File: src/rtl/cfu_pkg.sv
package cfu_pkg;
  typedef enum logic [2:0] {
    OP_NONE, OP_SEQ, OP_JMP, OP_CALL, OP_RET, OP_RTI
  } cf_op_e;

  localparam int SR_C = 0;
  localparam int SR_V = 1;
  localparam int SR_Z = 2;
  localparam int SR_S = 3;

  localparam logic [7:0] GRP_FLOW = 8'h02;

  typedef struct packed {
    cf_op_e     op;
    logic [3:0] cc;
  } cf_dec_t;
endpackage

File: src/rtl/cfu_decode.sv
module cfu_decode
  import cfu_pkg::*;
#(
  parameter int W = 16
) (
  input  logic         valid,
  input  logic [W-1:0] word,
  output cf_dec_t      dec
);
  logic in_grp;
  assign in_grp = (word[15:8] == GRP_FLOW);

  always_comb begin
    dec.cc = word[3:0];
    dec.op = OP_NONE;
    if (valid) begin
      dec.op = OP_SEQ;
      if (in_grp) begin
        case (word[7:4])
          4'b1001: dec.op = OP_JMP;
          4'b1011: dec.op = OP_CALL;
          4'b1101: dec.op = OP_RET;
          4'b1111: dec.op = OP_RTI;
          default: dec.op = OP_SEQ;
        endcase
      end
    end
  end
endmodule

File: src/rtl/cfu_cond.sv
module cfu_cond
  import cfu_pkg::*;
#(
  parameter int SR_W = 16
) (
  input  logic [3:0]      cc,
  input  logic [SR_W-1:0] sr,
  output logic            ok
);
  logic fz, fc, fs, fv, lt;
  assign fz = sr[SR_Z];
  assign fc = sr[SR_C];
  assign fs = sr[SR_S];
  assign fv = sr[SR_V];
  assign lt = fs ^ fv;

  always_comb begin
    unique case (cc)
      4'd0:  ok = !lt;
      4'd1:  ok = lt;
      4'd2:  ok = !fz && !lt;
      4'd3:  ok = fz || lt;
      4'd4:  ok = !fz;
      4'd5:  ok = fz;
      4'd6:  ok = !fc;
      4'd7:  ok = fc;
      4'd8:  ok = !fs;
      4'd9:  ok = fs;
      4'd10: ok = !fv;
      4'd11: ok = fv;
      4'd12: ok = fz || fc;
      4'd13: ok = !(fz || fc);
      4'd14: ok = 1'b0;
      default: ok = 1'b1;
    endcase
  end
endmodule

File: src/rtl/cfu_lifo.sv
module cfu_lifo #(
  parameter int W     = 16,
  parameter int DEPTH = 4
) (
  input  logic         clk,
  input  logic         rst,
  input  logic         push,
  input  logic         pop,
  input  logic [W-1:0] wdata,
  output logic [W-1:0] top,
  output logic         empty,
  output logic         full,
  output logic         ovf,
  output logic         unf
);
  localparam int CW = $clog2(DEPTH + 1);
  localparam int AW = (DEPTH > 1) ? $clog2(DEPTH) : 1;

  logic [W-1:0]  mem [DEPTH];
  logic [CW-1:0] cnt;
  logic [AW-1:0] wr_idx, rd_idx;

  assign empty  = (cnt == '0);
  assign full   = (cnt == CW'(DEPTH));
  assign wr_idx = AW'(cnt);
  assign rd_idx = AW'(cnt - CW'(1));
  assign top    = empty ? '0 : mem[rd_idx];

  always_ff @(posedge clk) begin
    if (push && !full) mem[wr_idx] <= wdata;
  end

  always_ff @(posedge clk) begin
    if (rst) begin
      cnt <= '0;
      ovf <= 1'b0;
      unf <= 1'b0;
    end else begin
      if (push && !full)      cnt <= cnt + CW'(1);
      else if (pop && !empty) cnt <= cnt - CW'(1);
      if (push && full)  ovf <= 1'b1;
      if (pop && empty)  unf <= 1'b1;
    end
  end

  a_r9_no_push_pop: assert property (@(posedge clk) disable iff (rst) !(push && pop));
  a_r9_ovf_sticky:  assert property (@(posedge clk) disable iff (rst) ovf |=> ovf);
  a_r9_unf_sticky:  assert property (@(posedge clk) disable iff (rst) unf |=> unf);
  a_r9_full_push:   assert property (@(posedge clk) disable iff (rst)
                      (full && push) |=> (full && ovf));
  a_r9_empty_pop:   assert property (@(posedge clk) disable iff (rst)
                      (empty && pop) |=> (empty && unf));
  always_comb begin
    if (!rst) a_r9_count_bound: assert (cnt <= CW'(DEPTH));
  end
endmodule

File: src/rtl/cond_flow_unit.sv
module cond_flow_unit
  import cfu_pkg::*;
#(
  parameter int ADDR_W      = 16,
  parameter int DATA_W      = 16,
  parameter int STACK_DEPTH = 4
) (
  input  logic              clk,
  input  logic              rst,
  input  logic              instr_valid,
  input  logic [DATA_W-1:0] instr_word,
  input  logic [ADDR_W-1:0] instr_ext,
  input  logic              alu_sr_we,
  input  logic [DATA_W-1:0] alu_sr,
  input  logic              exc_push,
  output logic [ADDR_W-1:0] pc_next,
  output logic [ADDR_W-1:0] pc_out,
  output logic [DATA_W-1:0] sr_out,
  output logic              cs_ovf,
  output logic              cs_unf,
  output logic              ss_ovf,
  output logic              ss_unf
);
  localparam logic [ADDR_W-1:0] STEP1 = ADDR_W'(1);
  localparam logic [ADDR_W-1:0] STEP2 = ADDR_W'(2);

  logic [ADDR_W-1:0] pc_q;
  logic [DATA_W-1:0] sr_q, sr_d;
  cf_dec_t           dec;
  logic              cond_ok, go;
  logic              cs_push, cs_pop, ss_push, ss_pop;
  logic [ADDR_W-1:0] cs_wdata, cs_top;
  logic [DATA_W-1:0] ss_top;
  logic              cs_empty, cs_full, ss_empty, ss_full;

  cfu_decode #(.W(DATA_W)) u_dec (
    .valid(instr_valid), .word(instr_word), .dec(dec)
  );

  cfu_cond #(.SR_W(DATA_W)) u_cond (
    .cc(dec.cc), .sr(sr_q), .ok(cond_ok)
  );

  assign go       = !exc_push && cond_ok;
  assign cs_push  = exc_push || (go && dec.op == OP_CALL);
  assign cs_wdata = exc_push ? pc_q : pc_q + STEP2;
  assign cs_pop   = go && (dec.op == OP_RET || dec.op == OP_RTI);
  assign ss_push  = exc_push;
  assign ss_pop   = go && dec.op == OP_RTI;

  cfu_lifo #(.W(ADDR_W), .DEPTH(STACK_DEPTH)) u_call_stk (
    .clk(clk), .rst(rst), .push(cs_push), .pop(cs_pop), .wdata(cs_wdata),
    .top(cs_top), .empty(cs_empty), .full(cs_full), .ovf(cs_ovf), .unf(cs_unf)
  );

  cfu_lifo #(.W(DATA_W), .DEPTH(STACK_DEPTH)) u_stat_stk (
    .clk(clk), .rst(rst), .push(ss_push), .pop(ss_pop), .wdata(sr_q),
    .top(ss_top), .empty(ss_empty), .full(ss_full), .ovf(ss_ovf), .unf(ss_unf)
  );

  always_comb begin
    pc_next = pc_q;
    if (!exc_push) begin
      unique case (dec.op)
        OP_NONE:          pc_next = pc_q;
        OP_JMP, OP_CALL:  pc_next = cond_ok ? instr_ext : pc_q + STEP2;
        OP_RET, OP_RTI:   pc_next = cond_ok ? cs_top : pc_q + STEP1;
        default:          pc_next = pc_q + STEP1;
      endcase
    end
  end

  always_comb begin
    if (ss_pop)         sr_d = ss_top;
    else if (alu_sr_we) sr_d = alu_sr;
    else                sr_d = sr_q;
  end

  always_ff @(posedge clk) begin
    if (rst) begin
      pc_q <= '0;
      sr_q <= '0;
    end else begin
      pc_q <= pc_next;
      sr_q <= sr_d;
    end
  end

  assign pc_out = pc_q;
  assign sr_out = sr_q;

  logic chk_armed;
  always_ff @(posedge clk) chk_armed <= !rst;

  a_r2_pc_registered: assert property (@(posedge clk) disable iff (rst)
    chk_armed |-> (pc_q == $past(pc_next)));
  a_r8_rti_skip_keeps_sr: assert property (@(posedge clk) disable iff (rst)
    (dec.op == OP_RTI && !cond_ok && !exc_push && !alu_sr_we) |=> (sr_q == $past(sr_q)));
  a_r7_rti_restores_sr: assert property (@(posedge clk) disable iff (rst)
    (dec.op == OP_RTI && cond_ok && !exc_push && !ss_empty) |=> (sr_q == $past(ss_top)));
  a_r5_call_link: assert property (@(posedge clk) disable iff (rst)
    (dec.op == OP_CALL && cond_ok && !exc_push && !cs_full) |=>
    (cs_top == $past(pc_q) + STEP2));
  a_r10_hook_holds_pc: assert property (@(posedge clk) disable iff (rst)
    exc_push |=> (pc_q == $past(pc_q)));
  a_r10_hook_saves_sr: assert property (@(posedge clk) disable iff (rst)
    (exc_push && !ss_full) |=> (ss_top == $past(sr_q)));
endmodule

File: config.mk
export PLATFORM = sky130hd
export DESIGN_NAME = cond_flow_unit
export DESIGN_NICKNAME = d
export VERILOG_FILES = /design/src/rtl/cfu_pkg.sv /design/src/rtl/cfu_decode.sv /design/src/rtl/cfu_cond.sv /design/src/rtl/cfu_lifo.sv /design/src/rtl/cond_flow_unit.sv
export SDC_FILE = /design/constraint.sdc
export NUM_CORES = 1
export LEC_CHECK = 0
export ABC_AREA = 1
export CAP_MARGIN = 20
export CORE_ASPECT_RATIO = 0.8
export CORE_MARGIN = 10
export CORE_UTILIZATION = 32
export DETAILED_ROUTE_END_ITERATION = 8
export DONT_BUFFER_PORTS = 1
export GPL_TIMING_DRIVEN = 0
export SYNTH_ARGS = -nofsm -noshare
export SYNTH_HDL_FRONTEND = slang
export SYNTH_HIERARCHICAL = 1
export SYNTH_SLANG_ARGS = --single-unit
File: constraint.sdc
create_clock -name clk -period 4.45 [get_ports clk]
set_clock_uncertainty 0.05 [all_clocks]
set_input_delay 0.2225 -clock clk [delete_from_list [all_inputs] [get_ports clk]]
set_output_delay 0.2225 -clock clk [all_outputs]
set_load 0.05 [all_outputs]
==> summary.log <==
INFO  finish         mostFrequentLayoutCell=sky130_fd_sc_hd__nand2_1
INFO  synthesis      post_synth_inst_count=1097
INFO  critical_path  critPathKind=flip-flop to flip-flop
INFO  finish         regArea=0.00469mm2
INFO  clocking       insertion_delay=0.43ns
INFO  run_status     outcome=finished clean
INFO  routing        drt_iter0_markers=729
INFO  place          dp_worst_setup_slack=-0.168ns
INFO  critical_path  worst_reg2reg_endpoint=u_call_stk/mem[1][11]
INFO  timing         final_min_period_over_clock_period=93.0%
INFO  synthesis      avgSynthCellArea=8.28um2
INFO  finish         design.final.nets=1193
INFO  synthesis      netlist_area=0.00908mm2
INFO  finish         final_cell_area=0.0103mm2
INFO  synthesis      yosys_warnings=6
INFO  synthesis      synth_top_cell_by_area=sky130_fd_sc_hd__edfxtp_1
INFO  critical_path  crit_fanout=10
INFO  critical_path  worstSetupEndpoint=u_call_stk/mem[1][11]
INFO  place          dp.final_hpwl=19800um
INFO  global_route   initial_antenna_violation_count=0
INFO  place          finalWeightedCongestion=0.950
INFO  routing        route.final.wire_length=27100um
INFO  finish         layout_common_cells=sky130_fd_sc_hd__nand2_1, sky130_fd_sc_hd__nor2_1, sky130_fd_sc_hd__edfxtp_1
INFO  routing        dr_total_vias=7594
INFO  critical_path  worstRegToRegCells=13
INFO  clocking       postCtsSetupRepairBufs=0
INFO  clocking       clk_transition_reported_paths=0.07ns
INFO  timing         finalCriticalPeriod=4.14ns
INFO  power          power.density=387mW/mm2
INFO  timing         timing_max_transition_violations_final=0
INFO  synthesis      ys_seq_elements=170
INFO  global_route   grt.overflow.total=0
INFO  finish         drive_gt1_share=10.3%
INFO  routing        drt-vias-per-instance=5.04
INFO  min_path       hp-class=primary input to flip-flop
INFO  routing        drc_errors=0
INFO  timing         slew-limit-headroom=31.1%
INFO  finish         syn2layout_area_growth=12.9%
INFO  clocking       cts_tree=built
INFO  global_route   grt_first_pass_wirelength=41100um
INFO  timing         timing.final.setup_violations=0
INFO  synthesis      post_synth_edffs=128
INFO  critical_path  r2r_setup_slack=0.31ns
INFO  die            initial_utilization=32.3%
INFO  timing         timing.fmax=0.242GHz
INFO  finish         insertedDiodeCount=0
INFO  critical_path  crit_arrival=4.23ns
INFO  die            num_io_pins=105
INFO  timing         layout_setup_ws=0.311ns
INFO  clocking       cts_max_path_buffers=2
INFO  synthesis      synthDistinctLibCells=37
INFO  global_route   global_route.usage.total=14.8%
INFO  critical_path  r2r-start=sr_out[2]
INFO  critical_path  required_time_at_the_endpoint_of_the_critical_path=4.54ns
INFO  synthesis      synth.yosys.seq_area_share=51.6%
INFO  power          power.ir.vdd_worst=0.000255V
INFO  clocking       ctsRootBufferMaster=sky130_fd_sc_hd__clkbuf_16
INFO  global_route   grt_pass1_vias=6987
INFO  synthesis      synth.net_count=1167
INFO  clocking       cts_inserted_buffers=17
INFO  critical_path  critPathLaunchType=flip-flop
INFO  finish         final.fill_count=2816
INFO  place          io_buffers=0
INFO  die            total_die_area=0.0356mm2
INFO  die            die_height=171um
INFO  synthesis      synth_ff_type=sky130_fd_sc_hd__edfxtp_1
INFO  die            die_w=208um
INFO  clocking       tritoncts_num_sinks=170
INFO  synthesis      ys_top_cells_by_area=sky130_fd_sc_hd__edfxtp_1, sky130_fd_sc_hd__dfxtp_1, sky130_fd_sc_hd__nand2_1
INFO  timing         timing_worst_slew_pin_value=1.03ns
INFO  routing        number_of_antenna_violating_nets_in_the_routed_design=0
INFO  place          detailed_place.area=0.00964mm2
INFO  synthesis      yosysTopAreaCellShare=42.3%
INFO  finish         multiInputGateArea=0.00371mm2
INFO  timing         final_hold_viol_count=0
INFO  die            row_cnt=55
INFO  clocking       cts.htree.levels=4
INFO  synthesis      async_reset_ff_share=0%
INFO  timing         rsz0062_at_grt=false
INFO  critical_path  origin_of_the_worst_setup_path=sr_out[2]
INFO  routing        drt-wirelength-per-cell=18.0um
INFO  timing         setup_tns=0ns
INFO  power          p_leak=0.00402uW
INFO  die            fp.coreArea=0.0281mm2
INFO  routing        drt_first_pass_iters=5
INFO  job            max_cap_viol_count=0
INFO  critical_path  setup.worst_path.end_class=flip-flop
INFO  global_route   maximum_number_of_pins_on_one_net_before_global_route_repair=19
[area by class of cell]
type	count	area share (%)
sequential	170	45.7
clock buffer	17	4.15
multi-input combinational	784	36.2
buffer	58	3.81
clock inverter	15	1.53
timing repair buffer	7	0.891
inverter	85	3.18
tap	370	4.51
[cell families (layout without fill, tap and decap cells)]
group | count (synthesis) | count (layout) | synth area share, %
AND/OR/NAND/NOR | 550 | 550 | 25.3
XOR/XNOR | 12 | 12 | 1.16
adder cells (fa/ha/maj) | 17 | 17 | 2.34
AO/OA/AOI/OAI | 205 | 205 | 11.7
flip-flops | 170 | 170 | 51.6
buffers and inverters | 143 | 182 | 7.89
[registers in the layout, summed over array words and instances, names as in the netlist]
register	flops
pc_out	16
u_stat_stk/mem	64
u_call_stk/mem	64
u_call_stk/unf	1
u_call_stk/cnt	3
u_stat_stk/ovf	1
u_call_stk/ovf	1
u_stat_stk/unf	1
u_stat_stk/cnt	3
sr_out	16
[routing by layer]
| metal | GRT usage [%] | part of all wire (%) |
|---|---|---|
| met5 | 0 | 0 |
| met4 | 4.47 | 1.5 |
| met3 | 2.93 | 7.2 |
| met2 | 23.7 | 46 |
| met1 | 19.8 | 46 |
[critical path: stages (launching register included)]
cell and delay (ns):
sky130_fd_sc_hd__dfxtp_1 0.82, sky130_fd_sc_hd__nor2_1 0.14, sky130_fd_sc_hd__nand3b_1 0.20, sky130_fd_sc_hd__nand2_1 0.09
sky130_fd_sc_hd__nor2_1 0.06, sky130_fd_sc_hd__nand3_2 0.06, sky130_fd_sc_hd__buf_2 0.26, sky130_fd_sc_hd__inv_1 0.13
sky130_fd_sc_hd__buf_2 0.22, sky130_fd_sc_hd__buf_2 0.24, sky130_fd_sc_hd__o41ai_2 0.51, sky130_fd_sc_hd__nand2_2 0.29
sky130_fd_sc_hd__nor2_2 0.52, sky130_fd_sc_hd__buf_8 0.23
[synthesized netlist by cell type, types with 3 or more instances]
cell type	instances
sky130_fd_sc_hd__ha_1	17
sky130_fd_sc_hd__buf_4	11
sky130_fd_sc_hd__nand3_1	63
sky130_fd_sc_hd__and2_1	6
sky130_fd_sc_hd__nand2_1	223
sky130_fd_sc_hd__nor2_1	223
sky130_fd_sc_hd__nor2_2	6
sky130_fd_sc_hd__buf_6	13
sky130_fd_sc_hd__buf_2	18
sky130_fd_sc_hd__xor2_1	11
sky130_fd_sc_hd__nand3b_1	9
sky130_fd_sc_hd__nand4_1	9
sky130_fd_sc_hd__a22o_1	3
sky130_fd_sc_hd__o21ai_0	50
sky130_fd_sc_hd__o211ai_1	5
sky130_fd_sc_hd__inv_1	75
sky130_fd_sc_hd__inv_2	6
sky130_fd_sc_hd__edfxtp_1	128
sky130_fd_sc_hd__clkbuf_1	13
sky130_fd_sc_hd__dfxtp_1	42
sky130_fd_sc_hd__nor2_4	3
sky130_fd_sc_hd__inv_4	3
sky130_fd_sc_hd__a21oi_1	96
sky130_fd_sc_hd__nand2_2	3
sky130_fd_sc_hd__o21ai_1	47
[power breakdown]
group          switching (uW)  internal (uW)  leakage, uW
Combinational             435            196      0.00219
Clock                     706            752     0.000289
Sequential               96.0           1780      0.00154
Total                    1240           2730      0.00402
[through the flow]
step | std cells | power, uW | hold slack (ns) | util (%)
CTS | 1506 | 4000 | 0.00750 | 36.4
detailed placement | 1472 | 2530 | 0.254 | 34.2
global route | 1506 | 4140 | 0.0382 | 36.4
finish | 1506 | 3970 | 0.0315 | 36.4
floorplan | 1097 | 2350 | 0.242 | -
global placement | 1467 | 2520 | 0.252 | 33.9
[worst min path at each step]
stage | start | endpoint | slack [ns] | depth (start not counted)
5_1_grt | alu_sr[8] | sr_out[8] | 0.04 | 4
3_3_place_gp | rst | u_call_stk/ovf | 0.25 | 1
3_5_place_dp | rst | u_call_stk/ovf | 0.25 | 1
6_report | alu_sr[13] | sr_out[13] | 0.03 | 4
2_1_floorplan | rst | pc_out[10] | 0.24 | 1
4_1_cts | alu_sr[13] | sr_out[13] | 0.007 | 4
[repair_timing]
action | CTS | global route
hold endpoints to repair | 12 | 0
hold buffers | 2 | 0
setup endpoints to repair | 42 | 17
gates cloned | 0 | 0
resized for setup | 2 | 2
(Power assumes the default switching activity.)
